$ cat src/rtl/sdram_ctrl_pkg.sv
package sdram_ctrl_pkg;

  // {RAS#, CAS#, WE#} command codes
  typedef enum logic [2:0] {
    CMD_LMR = 3'b000,
    CMD_REF = 3'b001,
    CMD_PRE = 3'b010,
    CMD_ACT = 3'b011,
    CMD_WR  = 3'b100,
    CMD_RD  = 3'b101,
    CMD_BST = 3'b110,
    CMD_NOP = 3'b111
  } sdr_cmd_e;

  typedef enum logic [3:0] {
    ST_INIT,
    ST_PREALL,
    ST_REF1,
    ST_REF2,
    ST_LMR,
    ST_IDLE,
    ST_COL,
    ST_WAIT
  } ctl_state_e;

endpackage

$ cat src/rtl/sdram_ref_timer.sv
module sdram_ref_timer #(
  parameter int REFI = 780
) (
  input  logic clk,
  input  logic rst,
  input  logic enable,
  input  logic ack,
  output logic pending
);
  localparam int CW = (REFI > 1) ? $clog2(REFI) : 1;
  localparam logic [CW-1:0] LAST = CW'(REFI - 1);

  logic [CW-1:0] cnt;

  always_ff @(posedge clk) begin
    if (rst || !enable) begin
      cnt     <= '0;
      pending <= 1'b0;
    end else if (cnt == LAST) begin
      cnt     <= '0;
      pending <= 1'b1;
    end else begin
      cnt <= cnt + 1'b1;
      if (ack) pending <= 1'b0;
    end
  end
endmodule

$ cat src/rtl/sdram_rd_capture.sv
module sdram_rd_capture #(
  parameter int DATA_W  = 16,
  parameter int CAS_LAT = 2
) (
  input  logic              clk,
  input  logic              rst,
  input  logic              rd_issued,
  input  logic [DATA_W-1:0] dq_in,
  output logic              rsp_valid,
  output logic [DATA_W-1:0] rsp_data
);
  // stage k high: the READ left the pins k+1 cycles ago
  logic [CAS_LAT-1:0] stage;

  always_ff @(posedge clk) begin
    if (rst) begin
      stage     <= '0;
      rsp_valid <= 1'b0;
      rsp_data  <= '0;
    end else begin
      stage     <= (stage << 1) | CAS_LAT'(rd_issued);
      rsp_valid <= stage[CAS_LAT-1];
      if (stage[CAS_LAT-1]) rsp_data <= dq_in;
    end
  end
endmodule

$ cat src/rtl/sdram_cmd_ctrl.sv
module sdram_cmd_ctrl
  import sdram_ctrl_pkg::*;
#(
  parameter int ROW_W    = 13,
  parameter int COL_W    = 10,
  parameter int BANK_W   = 2,
  parameter int DATA_W   = 16,
  parameter int INIT_CYC = 100,
  parameter int REFI     = 780,
  parameter int T_RCD    = 2,
  parameter int T_RP     = 2,
  parameter int T_RC     = 7,
  parameter int T_WR     = 2,
  parameter int T_MRD    = 2,
  parameter int CAS_LAT  = 2
) (
  input  logic                   clk,
  input  logic                   rst,
  input  logic                   req_valid,
  output logic                   req_ready,
  input  logic                   req_write,
  input  logic [BANK_W-1:0]      req_bank,
  input  logic [ROW_W-1:0]       req_row,
  input  logic [COL_W-1:0]       req_col,
  input  logic [DATA_W-1:0]      req_wdata,
  input  logic [DATA_W/8-1:0]    req_be,
  output logic                   rsp_valid,
  output logic [DATA_W-1:0]      rsp_data,
  output logic                   mem_cke,
  output logic                   mem_cs_n,
  output logic                   mem_ras_n,
  output logic                   mem_cas_n,
  output logic                   mem_we_n,
  output logic [BANK_W-1:0]      mem_ba,
  output logic [ROW_W-1:0]       mem_addr,
  output logic [DATA_W/8-1:0]    mem_dqm,
  output logic [DATA_W-1:0]      mem_dq_out,
  output logic                   mem_dq_oe,
  input  logic [DATA_W-1:0]      mem_dq_in
);
  localparam int BE_W   = DATA_W / 8;
  localparam int AP_BIT = 10;
  localparam int SPAN   = INIT_CYC + T_RC + T_RP + T_WR + CAS_LAT + T_MRD + T_RCD;
  localparam int CNT_W  = $clog2(SPAN + 1);
  // a wait loaded with G gives command-to-command spacing of G+2
  localparam logic [CNT_W-1:0] G_RP   = CNT_W'(T_RP - 2);
  localparam logic [CNT_W-1:0] G_RC   = CNT_W'(T_RC - 2);
  localparam logic [CNT_W-1:0] G_MRD  = CNT_W'(T_MRD - 2);
  localparam logic [CNT_W-1:0] G_RCD  = CNT_W'(T_RCD - 2);
  localparam logic [CNT_W-1:0] G_RDP  = CNT_W'(CAS_LAT + T_RP - 2);
  localparam logic [CNT_W-1:0] G_WRP  = CNT_W'(T_WR + T_RP - 2);
  localparam logic [ROW_W-1:0] MODE_WORD = ROW_W'(CAS_LAT << 4);

  ctl_state_e state, after;
  logic [CNT_W-1:0] cnt;
  sdr_cmd_e cmd_q;
  logic cs_n_q, cke_q, oe_q, init_done;
  logic [BANK_W-1:0] ba_q;
  logic [ROW_W-1:0]  addr_q;
  logic [BE_W-1:0]   dqm_q;
  logic [DATA_W-1:0] dq_q;

  logic              l_wr;
  logic [BANK_W-1:0] l_bank;
  logic [COL_W-1:0]  l_col;
  logic [DATA_W-1:0] l_data;
  logic [BE_W-1:0]   l_be;

  logic ref_pend, ref_ack, rd_issued;

  assign ref_ack   = (state == ST_IDLE) && ref_pend;
  assign req_ready = (state == ST_IDLE) && !ref_pend;
  assign rd_issued = !cs_n_q && (cmd_q == CMD_RD);

  always_ff @(posedge clk) begin
    if (rst) begin
      state     <= ST_INIT;
      after     <= ST_IDLE;
      cnt       <= CNT_W'(INIT_CYC - 1);
      cmd_q     <= CMD_NOP;
      cs_n_q    <= 1'b1;
      cke_q     <= 1'b0;
      oe_q      <= 1'b0;
      init_done <= 1'b0;
      ba_q      <= '0;
      addr_q    <= '0;
      dqm_q     <= '1;
      dq_q      <= '0;
      l_wr      <= 1'b0;
      l_bank    <= '0;
      l_col     <= '0;
      l_data    <= '0;
      l_be      <= '0;
    end else begin
      cke_q  <= 1'b1;
      cmd_q  <= CMD_NOP;
      cs_n_q <= 1'b1;
      oe_q   <= 1'b0;
      dqm_q  <= '0;
      unique case (state)
        ST_INIT: begin
          if (cnt == '0) state <= ST_PREALL;
          else           cnt   <= cnt - 1'b1;
        end
        ST_PREALL: begin
          cmd_q <= CMD_PRE; cs_n_q <= 1'b0;
          addr_q <= '0; addr_q[AP_BIT] <= 1'b1;
          state <= ST_WAIT; after <= ST_REF1; cnt <= G_RP;
        end
        ST_REF1: begin
          cmd_q <= CMD_REF; cs_n_q <= 1'b0;
          state <= ST_WAIT; after <= ST_REF2; cnt <= G_RC;
        end
        ST_REF2: begin
          cmd_q <= CMD_REF; cs_n_q <= 1'b0;
          state <= ST_WAIT; after <= ST_LMR; cnt <= G_RC;
        end
        ST_LMR: begin
          cmd_q <= CMD_LMR; cs_n_q <= 1'b0;
          ba_q <= '0; addr_q <= MODE_WORD; init_done <= 1'b1;
          state <= ST_WAIT; after <= ST_IDLE; cnt <= G_MRD;
        end
        ST_IDLE: begin
          if (ref_pend) begin
            cmd_q <= CMD_REF; cs_n_q <= 1'b0;
            state <= ST_WAIT; after <= ST_IDLE; cnt <= G_RC;
          end else if (req_valid) begin
            l_wr   <= req_write;
            l_bank <= req_bank;
            l_col  <= req_col;
            l_data <= req_wdata;
            l_be   <= req_be;
            cmd_q  <= CMD_ACT; cs_n_q <= 1'b0;
            ba_q   <= req_bank; addr_q <= req_row;
            state  <= ST_WAIT; after <= ST_COL; cnt <= G_RCD;
          end
        end
        ST_COL: begin
          cmd_q  <= l_wr ? CMD_WR : CMD_RD; cs_n_q <= 1'b0;
          ba_q   <= l_bank;
          addr_q <= ROW_W'(l_col); addr_q[AP_BIT] <= 1'b1;
          if (l_wr) begin
            oe_q  <= 1'b1;
            dq_q  <= l_data;
            dqm_q <= ~l_be;
          end
          state <= ST_WAIT; after <= ST_IDLE;
          cnt   <= l_wr ? G_WRP : G_RDP;
        end
        default: begin // ST_WAIT
          if (cnt == '0) state <= after;
          else           cnt   <= cnt - 1'b1;
        end
      endcase
    end
  end

  sdram_ref_timer #(.REFI(REFI)) u_ref_timer (
    .clk     (clk),
    .rst     (rst),
    .enable  (init_done),
    .ack     (ref_ack),
    .pending (ref_pend)
  );

  sdram_rd_capture #(.DATA_W(DATA_W), .CAS_LAT(CAS_LAT)) u_rd_capture (
    .clk       (clk),
    .rst       (rst),
    .rd_issued (rd_issued),
    .dq_in     (mem_dq_in),
    .rsp_valid (rsp_valid),
    .rsp_data  (rsp_data)
  );

  assign mem_cke    = cke_q;
  assign mem_cs_n   = cs_n_q;
  assign mem_ras_n  = cmd_q[2];
  assign mem_cas_n  = cmd_q[1];
  assign mem_we_n   = cmd_q[0];
  assign mem_ba     = ba_q;
  assign mem_addr   = addr_q;
  assign mem_dqm    = dqm_q;
  assign mem_dq_out = dq_q;
  assign mem_dq_oe  = oe_q;
endmodule

$ cat config.mk
export PLATFORM = sky130hd
export DESIGN_NAME = sdram_cmd_ctrl
export DESIGN_NICKNAME = d
export VERILOG_FILES = /design/src/rtl/sdram_ctrl_pkg.sv /design/src/rtl/sdram_ref_timer.sv /design/src/rtl/sdram_rd_capture.sv /design/src/rtl/sdram_cmd_ctrl.sv
export SDC_FILE = /design/constraint.sdc
export NUM_CORES = 1
export LEC_CHECK = 0
export BUFFER_PORTS_ARGS = -buffer_cell sky130_fd_sc_hd__buf_4
export CORE_ASPECT_RATIO = 1.4
export CORE_MARGIN = 1.5
export CORE_UTILIZATION = 50
export CTS_CLUSTER_SIZE = 40
export DETAILED_ROUTE_END_ITERATION = 8
export GPL_TIMING_DRIVEN = 0
export PLACE_DENSITY = 0.81
export SLEW_MARGIN = 10
export SYNTH_ARGS = -nofsm -noshare
export SYNTH_HDL_FRONTEND = slang
export SYNTH_SLANG_ARGS = --single-unit
export TNS_END_PERCENT = 5
$ cat constraint.sdc
create_clock -name clk -period 2.5 [get_ports clk]
set_input_delay 0.125 -clock clk [delete_from_list [all_inputs] [get_ports clk]]
set_output_delay 0.125 -clock clk [all_outputs]
set_load 0.01 [all_outputs]
==> Word-level counts from Yosys, hierarchy flattened <==
Index checks and enable logic that the tools add are counted.
{ "totals": {"reg_bits": 116, "input_bits": 63, "out_inout_bits": 57, "elab_cells": 99} }
{ "op_classes": {"n_addsub": 2, "eq_ne": 13, "mux": 31, "bitwise": 4, "n_reduce_logical": 27} }
{ "ops": {"columns": ["op", "n"], "rows": [
  ["case mux 13 bit (4 select lines)", 1],
  ["case mux 7 bit (4 select lines)", 1],
  ["2-to-1 mux 13 bit", 2],
  ["2-to-1 mux 4 bit", 6],
  ["2-to-1 mux 7 bit", 3],
  ["case mux 4 bit (5 select lines)", 1],
  ["case mux 3 bit (5 select lines)", 1],
  ["== test 4 x 3 -> 1 bit, second input constant", 3],
  ["case mux 4 bit (3 select lines)", 1],
  ["AND reduction 3 bit", 4],
  ["adder 10 x 1 -> 10 bit, second input constant", 1],
  ["== test 10 bit, second input constant", 1],
  ["OR reduction 2 bit", 5],
  ["== test 4 x 2 -> 1 bit, second input constant", 2],
  ["2-to-1 mux 2 bit", 4],
  ["logical NOT 7 bit", 1],
  ["2-to-1 mux 1 bit", 7],
  ["subtractor 7 x 1 -> 7 bit, second input constant", 1],
  ["2-to-1 mux 3 bit", 2],
  ["!= test 2 bit, second input constant", 3],
  ["case mux 2 bit (3 select lines)", 1],
  ["AND reduction 2 bit", 3],
  ["nonzero test 3 bit", 2],
  ["!= test 5 x 4 -> 1 bit, second input constant", 1],
  ["15 further kinds", 20]
]} }

==> Depth between registers and ports, before layout <==
Gate-level depths: netlist of run 1.
{ "logic_depth": {"depth_word": 4, "mapped_depth": 8, "ltp_nobuf": 7} }

==> By module <==
From an unflattened synthesis of run 1, not the netlist that was laid out.
{ "unflattened": {"hier_cells": 521, "hier_area_um2": 4551.9} }
{ "modules_own_cells": {"columns": ["module", "instances", "cells_each", "area_per_inst_um2", "seq_area_each_um2"], "rows": [
  ["sdram_cmd_ctrl", 1, 409, 3393.3, 1681.6],
  ["sdram_rd_capture", 1, 58, 660.6, 380.4],
  ["sdram_ref_timer", 1, 54, 498.0, 220.2]
]} }

==> Worst setup path after synthesis of run 1 <==
Ideal clock, no wire load.
{ "synth_path": {"kind": "register to register", "from": "reg cnt[0]", "to": "reg cnt[5]", "setup_time_ns": 0.120, "arrival_time_ns": 1.406, "required_ns": 2.380, "slack_ns": 0.975, "stages_incl_launch_ff": 7, "n_path_buf": 0, "period_less_slack_ns": 1.525, "path_cell_list": "dfxtp_1 -> inv_1 -> ha_1 -> nor3b_2 -> a31oi_2 -> o22ai_2 -> a211o_1"} }
{ "synth_via": {"elab_chain_cells": 3, "elab_cells_between_ends": 6, "cone_classes": "add/sub (1); eq/ne (1); mux (2); reduce/logical (2)"} }
{ "synth_rtl": {"columns": ["element", "line_no", "source"], "rows": [
  ["start: declaration", "sdram_cmd_ctrl.sv:55", "logic [CNT_W-1:0] cnt;"],
  ["start signal: assignment", "sdram_cmd_ctrl.sv:79", "cnt <= CNT_W'(INIT_CYC - 1);"],
  ["start signal: assignment", "sdram_cmd_ctrl.sv:103", "else cnt <= cnt - 1'b1;"],
  ["start signal: assignment", "sdram_cmd_ctrl.sv:148", "cnt <= l_wr ? G_WRP : G_RDP;"],
  ["subtractor 7 x 1 -> 7 bit / logical NOT 7 bit (equally long branches)", null, null],
  ["2-to-1 mux 7 bit / != test 5 x 4 -> 1 bit (equally long branches)", null, null],
  ["case mux 7 bit (4 select lines) / AND reduction 2 bit (equally long branches)", null, null]
]} }
Several ways; a longest one is shown, not always the timed one. The select of a mux whose other input is x is not followed.
A chain may end at the register's enable or synchronous reset.

==> Worst setup path after layout of run 1 <==
{ "layout_path": {"from": "reg cnt[0]", "to": "reg cnt[2]"} }
Same word-level chain as after synthesis.

==> results by group, run 1 <==
Run status
  – Outcome: finished clean

Critical path
  – Endpoint class of the critical path: flip-flop
  – CP startpoint kind: flip-flop
  – Req. time, crit path: 2.77 ns
  – Largest stage delay on the critical path: 0.34 ns
  – Critical path class: reg2reg
  – CP Cell Sequence: inv_1 -> ha_1 -> nor3b_2 -> nand2_2 -> nand2_1 -> a2bb2oi_1 -> a21oi_1
  – Worst EP arrival: 2.04 ns
  – CP Max Fanout: 7
  – Crit-path slowest cell: nor3b_2

Timing
  – Max-slew violations: 0
  – Hold slack: 0.0871 ns
  – Max Freq: 564 MHz
  – RSZ-0062 raised after global routing: no
  – Final-report hold violation count: 0
  – Setup skew after layout: 0.0113 ns
  – Normalized max-slew margin: 0.584
  – Final period utilization: 0.709
  – Setup Viol. Count Final: 0
  – Setup TNS: 0 ns
  – Least-Margin Pin Slew: 0.624 ns
  – Minimum clock period: 1.77 ns

Drt
  – WL met3: 773 um
  – WL/cell: 15.5 um
  – Detail Route Antenna Nets: 0
  – Top layer in use: met4
  – Met1 WL: 4700 um
  – # DRC: 0
  – Vias: 4360
  – DR pass1 iterations: 4
  – Drt first-iter violations: 263
  – Vias per cell: 5.35
  – Met2 WL: 6680 um
  – Routed wire length: 12700 um

Synthesis
  – Sequential-to-total area share from yosys stat: 0.508
  – Area contributors post-synth: dfxtp_1 (51%), nand2_1 (9.4%), a21oi_1 (6.6%)
  – Synthesized flop and latch total: 114
  – Synth warn: 0
  – Dominant cell type by area after synthesis: dfxtp_1
  – Area of the mapped netlist: 4490 sq um
  – Syn Nets: 577
  – Yosys cell types: 58
  – Synthesized instance count: 511
  – Synth top area share: 0.508
  – Synth Area per Inst: 8.79 sq um

Power and ir drop
  – Pwr/cell area: 716 nW/um^2
  – Gate power share: 0.110
  – Switch Pwr: 0.00106 W
  – P_int: 0.00363 W
  – Switch share: 0.226
  – Clk pwr share: 0.481
  – Leakage power: 2.67 nW
  – Flop pwr share: 0.409
  – Worst VDD drop: 0.000642 V

Floorplan
  – Die area: 9570 sq um
  – Core ar.: 8660 sq um
  – Core Rows: 40
  – Io pins: 120
  – Die span in x: 83.1 um
  – Initial core utilization: 0.519
  – Die height: 115 um

Placed design
  – Post-DP Area: 5520 sq um
  – I/O Buffers: 119
  – GPL Wtd Cong: 0.866
  – Detail Placement HPWL: 8390 um

Global route
  – Largest net degree at the start of global routing: 17
  – Global-route wire length before repair: 20600 um
  – All-Layer GR Usage: 0.270
  – Initial antenna violation count: 0
  – Grt ovf: 0
  – Vias in the first global route: 4549

Clock network
  – Clk sinks: 114
  – Clk slew on worst S/H paths: 0.05 ns
  – H-tree depth: 4
  – Postcts setup bufs: 0
  – Root buffer cell: clkbuf_16
  – Clock Path Buffers: 2
  – Worst-skew pair later-pin latency: 0.41 ns
  – Post-CTS sizing: 0
  – CTS tree: built
  – CTS Buf Count: 17

Cells and area
  – Final net count: 763
  – Commonest non-fill, non-tap cell in the layout: buf_4
  – Fin area: 6560 sq um
  – Layout cell share with drive strength beyond 1: 0.254
  – Most frequent cells in the layout: buf_4 (124), dfxtp_1 (114), nand2_1 (112)
  – Area delta synth->final: 45.9%

Hold path
  – Hold WC Path Type: in2reg

Job
  – Max_cap viols: 0
## synth_stat cells, drive strengths merged
| cell type | instances |
|---|---|
| a32o | 1 |
| mux2i | 17 |
| a311oi | 2 |
| nor2b | 2 |
| nand2 | 115 |
| and2 | 2 |
| a211oi | 4 |
| ha | 3 |
| a22oi | 11 |
| xnor2 | 4 |
| a22o | 9 |
| nand4b | 1 |
| o22ai | 1 |
| xor2 | 7 |
| or2 | 3 |
| nand4 | 1 |
| a21o | 2 |
| o311a | 1 |
| nor3b | 1 |
| and3 | 3 |
| nor3 | 14 |
| nand3 | 7 |
| o211ai | 4 |
| a32oi | 1 |
| or3 | 2 |
| o211a | 1 |
| a211o | 1 |
| o21ai | 13 |
| inv | 10 |
| clkinv | 1 |
| dfxtp | 114 |
| a21oi | 59 |
| buf | 18 |
| a31oi | 3 |
| o221ai | 2 |
| nand4bb | 1 |
| and4 | 1 |
| a2bb2oi | 1 |
| nor2 | 54 |
| clkbuf | 12 |
| nand2b | 2 |
## worst max-delay path, delay by kind of cell (launching register included)
family                     cells  cell delay [ns]
buffers and inverters          1             0.09
and+or+nand+nor                3             0.74
adders and majority gates      1             0.14
DFF                            1             0.33
AOI/OAI and AO/OA              2             0.34
## per-layer routing
| layer | up-vias | global-route usage |
|---|---|---|
| met5 | - | 0 |
| met4 | 0 | 0.174 |
| met3 | 51 | 0.0833 |
| met2 | 187 | 0.486 |
| met1 | 2009 | 0.271 |
| li1 | 2113 | - |
## sequential cells by signal, indices dropped and copies added, names as in the netlist, 3 cells and up
name,count
after,3
cmd_q,3
cnt,7
l_col,10
l_data,16
mem_addr,13
mem_dq_out,16
state,3
u_rd_capture.rsp_data,16
u_ref_timer.cnt,10
## power groups by stage
stage	clock network, W	logic (W)	registers [W]
finish	0.00226	0.000514	0.00192
global route	0.00237	0.000559	0.00193
CTS	0.00228	0.000505	0.00192
detailed placement	0	0.000443	0.00196
global placement	0	0.000431	0.00195
floorplan	0	0.000254	0.00196
## final timing paths
kind,start,to,slack [ns],cells after the start
worst max-delay path,cnt[0],cnt[2],0.73,7
worst min-delay path,req_row[8],mem_addr[8],0.09,4
worst max register to register,cnt[0],cnt[2],0.73,7
worst min register to register,mem_addr[10],mem_addr[10],0.45,2
## repair_timing
item,4_1_cts,5_1_grt
hold buffers,48,0
endpoints found under the hold margin,48,0
setup endpoints to repair,0,0
## stage by stage
step / worst slack, ns / total power (W) / instances / utilization
4_1_cts: 0.771 / 0.00471 / 814 / 0.757
6_report: 0.727 / 0.00469 / 815 / 0.757
5_1_grt: 0.631 / 0.00486 / 814 / 0.757
3_3_place_gp: 0.880 / 0.00238 / 735 / 0.637
2_1_floorplan: 0.975 / 0.00221 / 511 / -
3_5_place_dp: 0.784 / 0.00240 / 735 / 0.637
## logic make-up (layout without fill, tap and decap cells)
kind of cell               count (synthesis)  after routing  synth area share
muxes                                     17             17            0.0387
AOI/OAI and AO/OA                        116            116             0.164
DFF                                      114            114             0.508
and+or+nand+nor                          209            209             0.209
xor gates and xnor gates                  11             11            0.0214
adders and majority gates                  3              3           0.00836
other                                      0              1                 0
buffers and inverters                     41            239            0.0512
## layout make-up
type	instances	area (sq um)
Sequential cell	114	2280
Fill cell	587	2100
Multi-Input combinational cell	356	1980
Timing Repair Buffer	167	1370
Clock buffer	25	475
Buffer	30	184
Tap cell	105	131
Clock inverter	6	80.1
Inverter	11	46.3
Antenna cell	1	2.50
Note: power is estimated with default switching activity, not from simulation.
==> run 2, diff against run 1 <==
Settings changed: ABC_AREA set to 1.
Clock period 2.5 ns to 1.75 ns, I/O delays scaled along.
==> run 2 against run 1 <==
Against the previous run:
- hold slack worse by 0.053 ns
- largest power group unchanged
- sequential cell count stayed put
- critical path type is now reg2out
- synthesized area is 0.89% higher
- highest routed layer unchanged
==> results by group, run 2 <==
Run status
  – Outcome: finished clean

Critical path
  – CP delay by family, top: simple AND/OR/NAND/NOR gates
  – Reg-to-Reg Start: state[2]
  – Critical path class: reg2out
  – Reg-to-Reg End: l_data[7]
  – Crit-path slowest cell: dfxtp_1
  – Largest stage delay on the critical path: 0.40 ns
  – Req. time, crit path: 1.66 ns
  – CP startpoint kind: flip-flop
  – CP Cell Sequence: inv_2 -> nor2_4 -> nand2_1 -> nor2_1 -> buf_4
  – WP buf/inv: 2
  – Flop2flop setup slack: 0.16 ns
  – CP Max Fanout: 5
  – CP Depth: 5
  – Endpoint class of the critical path: output port
  – FF-to-FF path depth: 7
  – Setup crit end: req_ready
  – Worst EP arrival: 1.58 ns
  – Crit. Startpoint: state[2]

Placed design
  – GPL Wtd Cong: 0.867
  – Post-DP Area: 5550 sq um
  – I/O Buffers: 118
  – Detail Placement HPWL: 8620 um
  – Dpl cells: 830

Drt
  – # DRC: 0
  – Drt first-iter violations: 308
  – DR pass1 iterations: 5
  – Detail Route Antenna Nets: 0
  – WL/cell: 14.5 um
  – Vias: 4733
  – Vias per cell: 5.20
  – Routed wire length: 13200 um

Power and ir drop
  – Switch Pwr: 0.00219 W
  – Flop pwr share: 0.384
  – Pwr/cell area: 1160 nW/um^2
  – Switch share: 0.285
  – Leakage power: 2.98 nW
  – Worst VDD drop: 0.000783 V
  – P_int: 0.00548 W
  – Gate power share: 0.171
  – Clk pwr share: 0.445

Synthesis
  – Yosys cell types: 32
  – Synthesized instance count: 607
  – FFs w/ async S/R, synth: 0
  – Post-synth EDFFs: 0
  – Area of the mapped netlist: 4530 sq um
  – Post-synth top flop: dfxtp_1
  – Synth warn: 0
  – Synth Area per Inst: 7.47 sq um
  – Commonest cells in the netlist: nor2_1 (130), nand2_1 (119), dfxtp_1 (114)
  – Synth top area share: 0.503
  – Sequential-to-total area share from yosys stat: 0.503
  – Syn Nets: 673
  – Dominant cell type by area after synthesis: dfxtp_1
  – Area contributors post-synth: dfxtp_1 (50%), nor2_1 (11%), nand2_1 (9.9%)
  – Synthesized flop and latch total: 114
  – Most numerous cell in the Yosys netlist: nor2_1

Floorplan
  – Core ar.: 8710 sq um
  – Die area: 9650 sq um
  – Core Rows: 40
  – Io pins: 120
  – Die height: 116 um
  – Die span in x: 83.5 um
  – Initial core utilization: 0.521

Global route
  – Largest net degree at the start of global routing: 17
  – Grt ovf: 0
  – Initial antenna violation count: 0
  – All-Layer GR Usage: 0.284
  – Grt met2 use: 0.542
  – Met1 Use GR: 0.297
  – Most Used Layer, Global Route: met2
  – Vias in the first global route: 4825
  – Global-route wire length before repair: 21800 um
  – GR Layer Usage met3: 0.0719

Clock network
  – Clk slew on worst S/H paths: 0.06 ns
  – Clk sinks: 114
  – CTS tree: built
  – Root buffer cell: clkbuf_16
  – H-tree depth: 4
  – CTS Buf Count: 17
  – Clock Path Buffers: 2
  – Worst-skew pair later-pin latency: 0.41 ns

Timing
  – Final-report hold violation count: 0
  – Final period utilization: 0.951
  – Max-slew violations: 0
  – Normalized max-slew margin: 0.540
  – Setup Viol. Count Final: 0
  – Least-Margin Pin Slew: 0.690 ns
  – RSZ-0062 raised after global routing: no
  – Setup skew after layout: 0.00815 ns
  – Minimum clock period: 1.66 ns
  – Max Freq: 601 MHz
  – Setup TNS: 0 ns

Cells and area
  – Diodes inserted: 0
  – Register area: 2280 sq um
  – Footprint of the multi-input gates: 1950 sq um
  – Filler cells: 607
  – Most frequent cells in the layout: nor2_1 (129), nand2_1 (119), buf_4 (119)
  – Final net count: 859
  – Area delta synth->final: 46.5%
  – Final cell count without fillers: 911
  – Layout cell share with drive strength beyond 1: 0.242
  – Fin area: 6640 sq um
  – Commonest non-fill, non-tap cell in the layout: nor2_1

Job
  – Max_cap viols: 0

Hold path
  – Hold WC Path Type: in2reg
run 2: area by class of cell:
cell class                 instances  share of cell area
inverter                          38              0.0215
clock buffer                      18              0.0662
buffer                            28              0.0237
clock inverter                    14              0.0236
timing repair buffer             167               0.207
tap                              105              0.0198
sequential                       114               0.344
multi-input combinational        427               0.294
run 2: cells by family after synthesis:
family / Yosys count / synth area share
buffers and inverters: 66 / 0.0662
adders and majority gates: 3 / 0.00828
DFF: 114 / 0.503
AOI/OAI and AO/OA: 103 / 0.120
and+or+nand+nor: 318 / 0.297
xor gates and xnor gates: 3 / 0.00580
run 2: repair_timing:
item,CTS,global route
hold endpoints to repair,49,0
setup endpoints to repair,0,2
setup buffers,0,0
hold buffers,49,0
resized for setup,0,1
run 2: metrics by stage:
stage	power, W	util	setup WS, ns	hold WS [ns]
floorplan	0.00375	-	0.465	0.222
global placement	0.00414	0.637	0.242	0.309
detailed placement	0.00418	0.637	0.187	0.314
CTS	0.00767	0.762	0.0873	0.0251
global route	0.00800	0.762	0.00454	0.0533
finish	0.00767	0.762	0.0863	0.0346
run 2: tightest hold or removal path: stages:
cell     delay (ns)
buf_4          0.11
nand2_1        0.05
nand2_1        0.05
nand2_1        0.05
a21oi_1        0.05
run 2: power groups by stage:
stage	Clock, W	Combinational, W	Sequential, W
after floorplan	0	0.000763	0.00299
after global placement	0	0.00115	0.00298
after detailed placement	0	0.00119	0.00299
after CTS	0.00343	0.00130	0.00294
after global routing	0.00358	0.00145	0.00296
final	0.00341	0.00131	0.00295
run 2: worst min-delay path by stage:
stage | to | from | cells past startpoint | slack, ns
finish | mem_addr[4] | req_row[4] | 5 | 0.03
global route | mem_addr[1] | req_row[1] | 5 | 0.05
CTS | mem_addr[1] | req_row[1] | 5 | 0.03
detailed placement | u_rd_capture.rsp_data[5] | mem_dq_in[5] | 3 | 0.31
global placement | u_rd_capture.rsp_data[11] | mem_dq_in[11] | 3 | 0.31
floorplan | l_be[0] | req_be[0] | 2 | 0.22
run 2: per-layer routing:
layer  vias up  wire, um
li1       2324         -
met1      2182      4970
met2       187      7100
met3        40       772
met4         0       364
met5         -         0
==> run 3, diff against run 2 <==
Settings changed: HOLD_SLACK_MARGIN set to 0.08.
==> run 3 against run 2 <==
Against the previous run:
- sequential cell count did not move
- wire length rose by 4.2%
- sequential power barely moved
- die area did not move
- power rose by 0.36%
- hold slack improved by 0.13 ns
- fmax rose by 1.1%
- clock power barely moved
- cell count rose by 1.2%
- global-route usage rose by 1.1 points
- largest power group unchanged
==> results by group, run 3 (synthesized netlist as in run 2, its figures left out) <==
Timing
  – Setup skew after layout: 0.00830 ns
  – Final period utilization: 0.940
  – RSZ-0062 raised after global routing: no
  – Setup Viol. Count Final: 0
  – Least-Margin Pin Slew: 0.717 ns
  – Max Freq: 608 MHz
  – Setup TNS: 0 ns
  – Minimum clock period: 1.65 ns
  – Normalized max-slew margin: 0.522
  – Final-report hold violation count: 0
  – Max-slew violations: 0

Global route
  – Grt met2 use: 0.564
  – Vias in the first global route: 4935
  – Largest net degree at the start of global routing: 17
  – Met1 Use GR: 0.305
  – Grt ovf: 0
  – Initial antenna violation count: 0
  – Global-route wire length before repair: 22600 um
  – GR Layer Usage met3: 0.0762
  – All-Layer GR Usage: 0.295
  – Most Used Layer, Global Route: met2

Drt
  – Detail Route Antenna Nets: 0
  – # DRC: 0
  – Routed wire length: 13800 um
  – Drt first-iter violations: 332
  – WL/cell: 14.9 um
  – Vias: 4829
  – DR pass1 iterations: 5
  – Vias per cell: 5.24

Power and ir drop
  – Leakage power: 3.03 nW
  – Worst VDD drop: 0.000787 V
  – Pwr/cell area: 1140 nW/um^2

Critical path
  – CP Max Fanout: 5
  – Worst EP arrival: 1.56 ns
  – Critical path class: reg2out
  – Req. time, crit path: 1.66 ns
  – CP startpoint kind: flip-flop
  – Endpoint class of the critical path: output port

Clock network
  – Root buffer cell: clkbuf_16
  – CTS tree: built
  – CTS Buf Count: 17
  – Postcts setup bufs: 0
  – H-tree depth: 4
  – Clk slew on worst S/H paths: 0.06 ns
  – Clock Path Buffers: 2
  – Worst-skew pair later-pin latency: 0.41 ns
  – Clk sinks: 114

Floorplan
  – Die area: 9650 sq um
  – Io pins: 120
  – Die height: 116 um
  – Initial core utilization: 0.521
  – Core ar.: 8710 sq um
  – Die span in x: 83.5 um
  – Core Rows: 40

Cells and area
  – Most frequent cells in the layout: nor2_1 (129), nand2_1 (119), buf_4 (119)
  – Final cell count without fillers: 922
  – Diodes inserted: 0
  – Final net count: 870
  – Layout cell share with drive strength beyond 1: 0.239
  – Area delta synth->final: 48.9%
  – Commonest non-fill, non-tap cell in the layout: nor2_1
  – Filler cells: 583

Placed design
  – I/O Buffers: 118
  – Detail Placement HPWL: 8620 um
  – Dpl cells: 830
  – GPL Wtd Cong: 0.867

Job
  – Max_cap viols: 0

Hold path
  – Hold WC Path Type: in2reg

Run status
  – Outcome: finished clean
-- run 3: final timing paths --
kind / end / slack [ns] / cells after the start / from
worst max-delay path: req_ready / 0.10 / 5 / state[2]
worst min-delay path: u_ref_timer.pending / 0.17 / 4 / rst
worst max register to register: l_data[7] / 0.16 / 7 / state[2]
worst min register to register: u_rd_capture.stage[1] / 0.42 / 2 / u_rd_capture.stage[0]
-- run 3: area by class of cell --
| cell class | instances | area (sq um) | area share |
|---|---|---|---|
| Sequential cell | 114 | 2280 | 0.338 |
| Buffer | 28 | 158 | 0.0234 |
| Clock buffer | 18 | 439 | 0.0651 |
| Clock inverter | 14 | 156 | 0.0232 |
| Inverter | 38 | 143 | 0.0211 |
| Timing Repair Buffer | 178 | 1490 | 0.220 |
| Multi-Input combinational cell | 427 | 1950 | 0.289 |
| Tap cell | 105 | 131 | 0.0195 |
-- run 3: metal layers --
metal  up-vias  wire [um]
met5         -          0
met4         0        332
met3        31        760
met2       194       7530
met1      2250       5140
li1       2354          -
-- run 3: repair_timing --
| action | in CTS | in global routing |
|---|---|---|
| gates resized for setup | 0 | 1 |
| hold endpoints to repair | 62 | 0 |
| hold buffers | 60 | 0 |
| endpoints found under the setup margin | 0 | 2 |
-- run 3: worst max-delay path: stages, from the launching register on --
cell     delay [ns]
dfxtp_1        0.39
inv_2          0.12
nor2_4         0.11
nand2_1        0.12
nor2_1         0.23
buf_4          0.17
-- run 3: through the flow --
stage                util  hold slack [ns]  worst slack, ns  instance area, sq um  power (W)
floorplan               -            0.222            0.465                  4530    0.00375
global placement    0.637            0.309            0.242                  5550    0.00414
detailed placement  0.637            0.314            0.187                  5550    0.00418
CTS                 0.775            0.158           0.0873                  6750    0.00769
global route        0.775            0.192          0.00496                  6750    0.00802
finish              0.775            0.166            0.104                  6750    0.00770
-- run 3: power by group --
| part | leakage, nW | switching (W) | internal, W | total, W |
|---|---|---|---|---|
| Combinational | 1.82 | 0.000788 | 0.000555 | 0.00134 |
| Sequential | 0.926 | 0.000145 | 0.00280 | 0.00294 |
| Clock | 0.280 | 0.00126 | 0.00215 | 0.00341 |
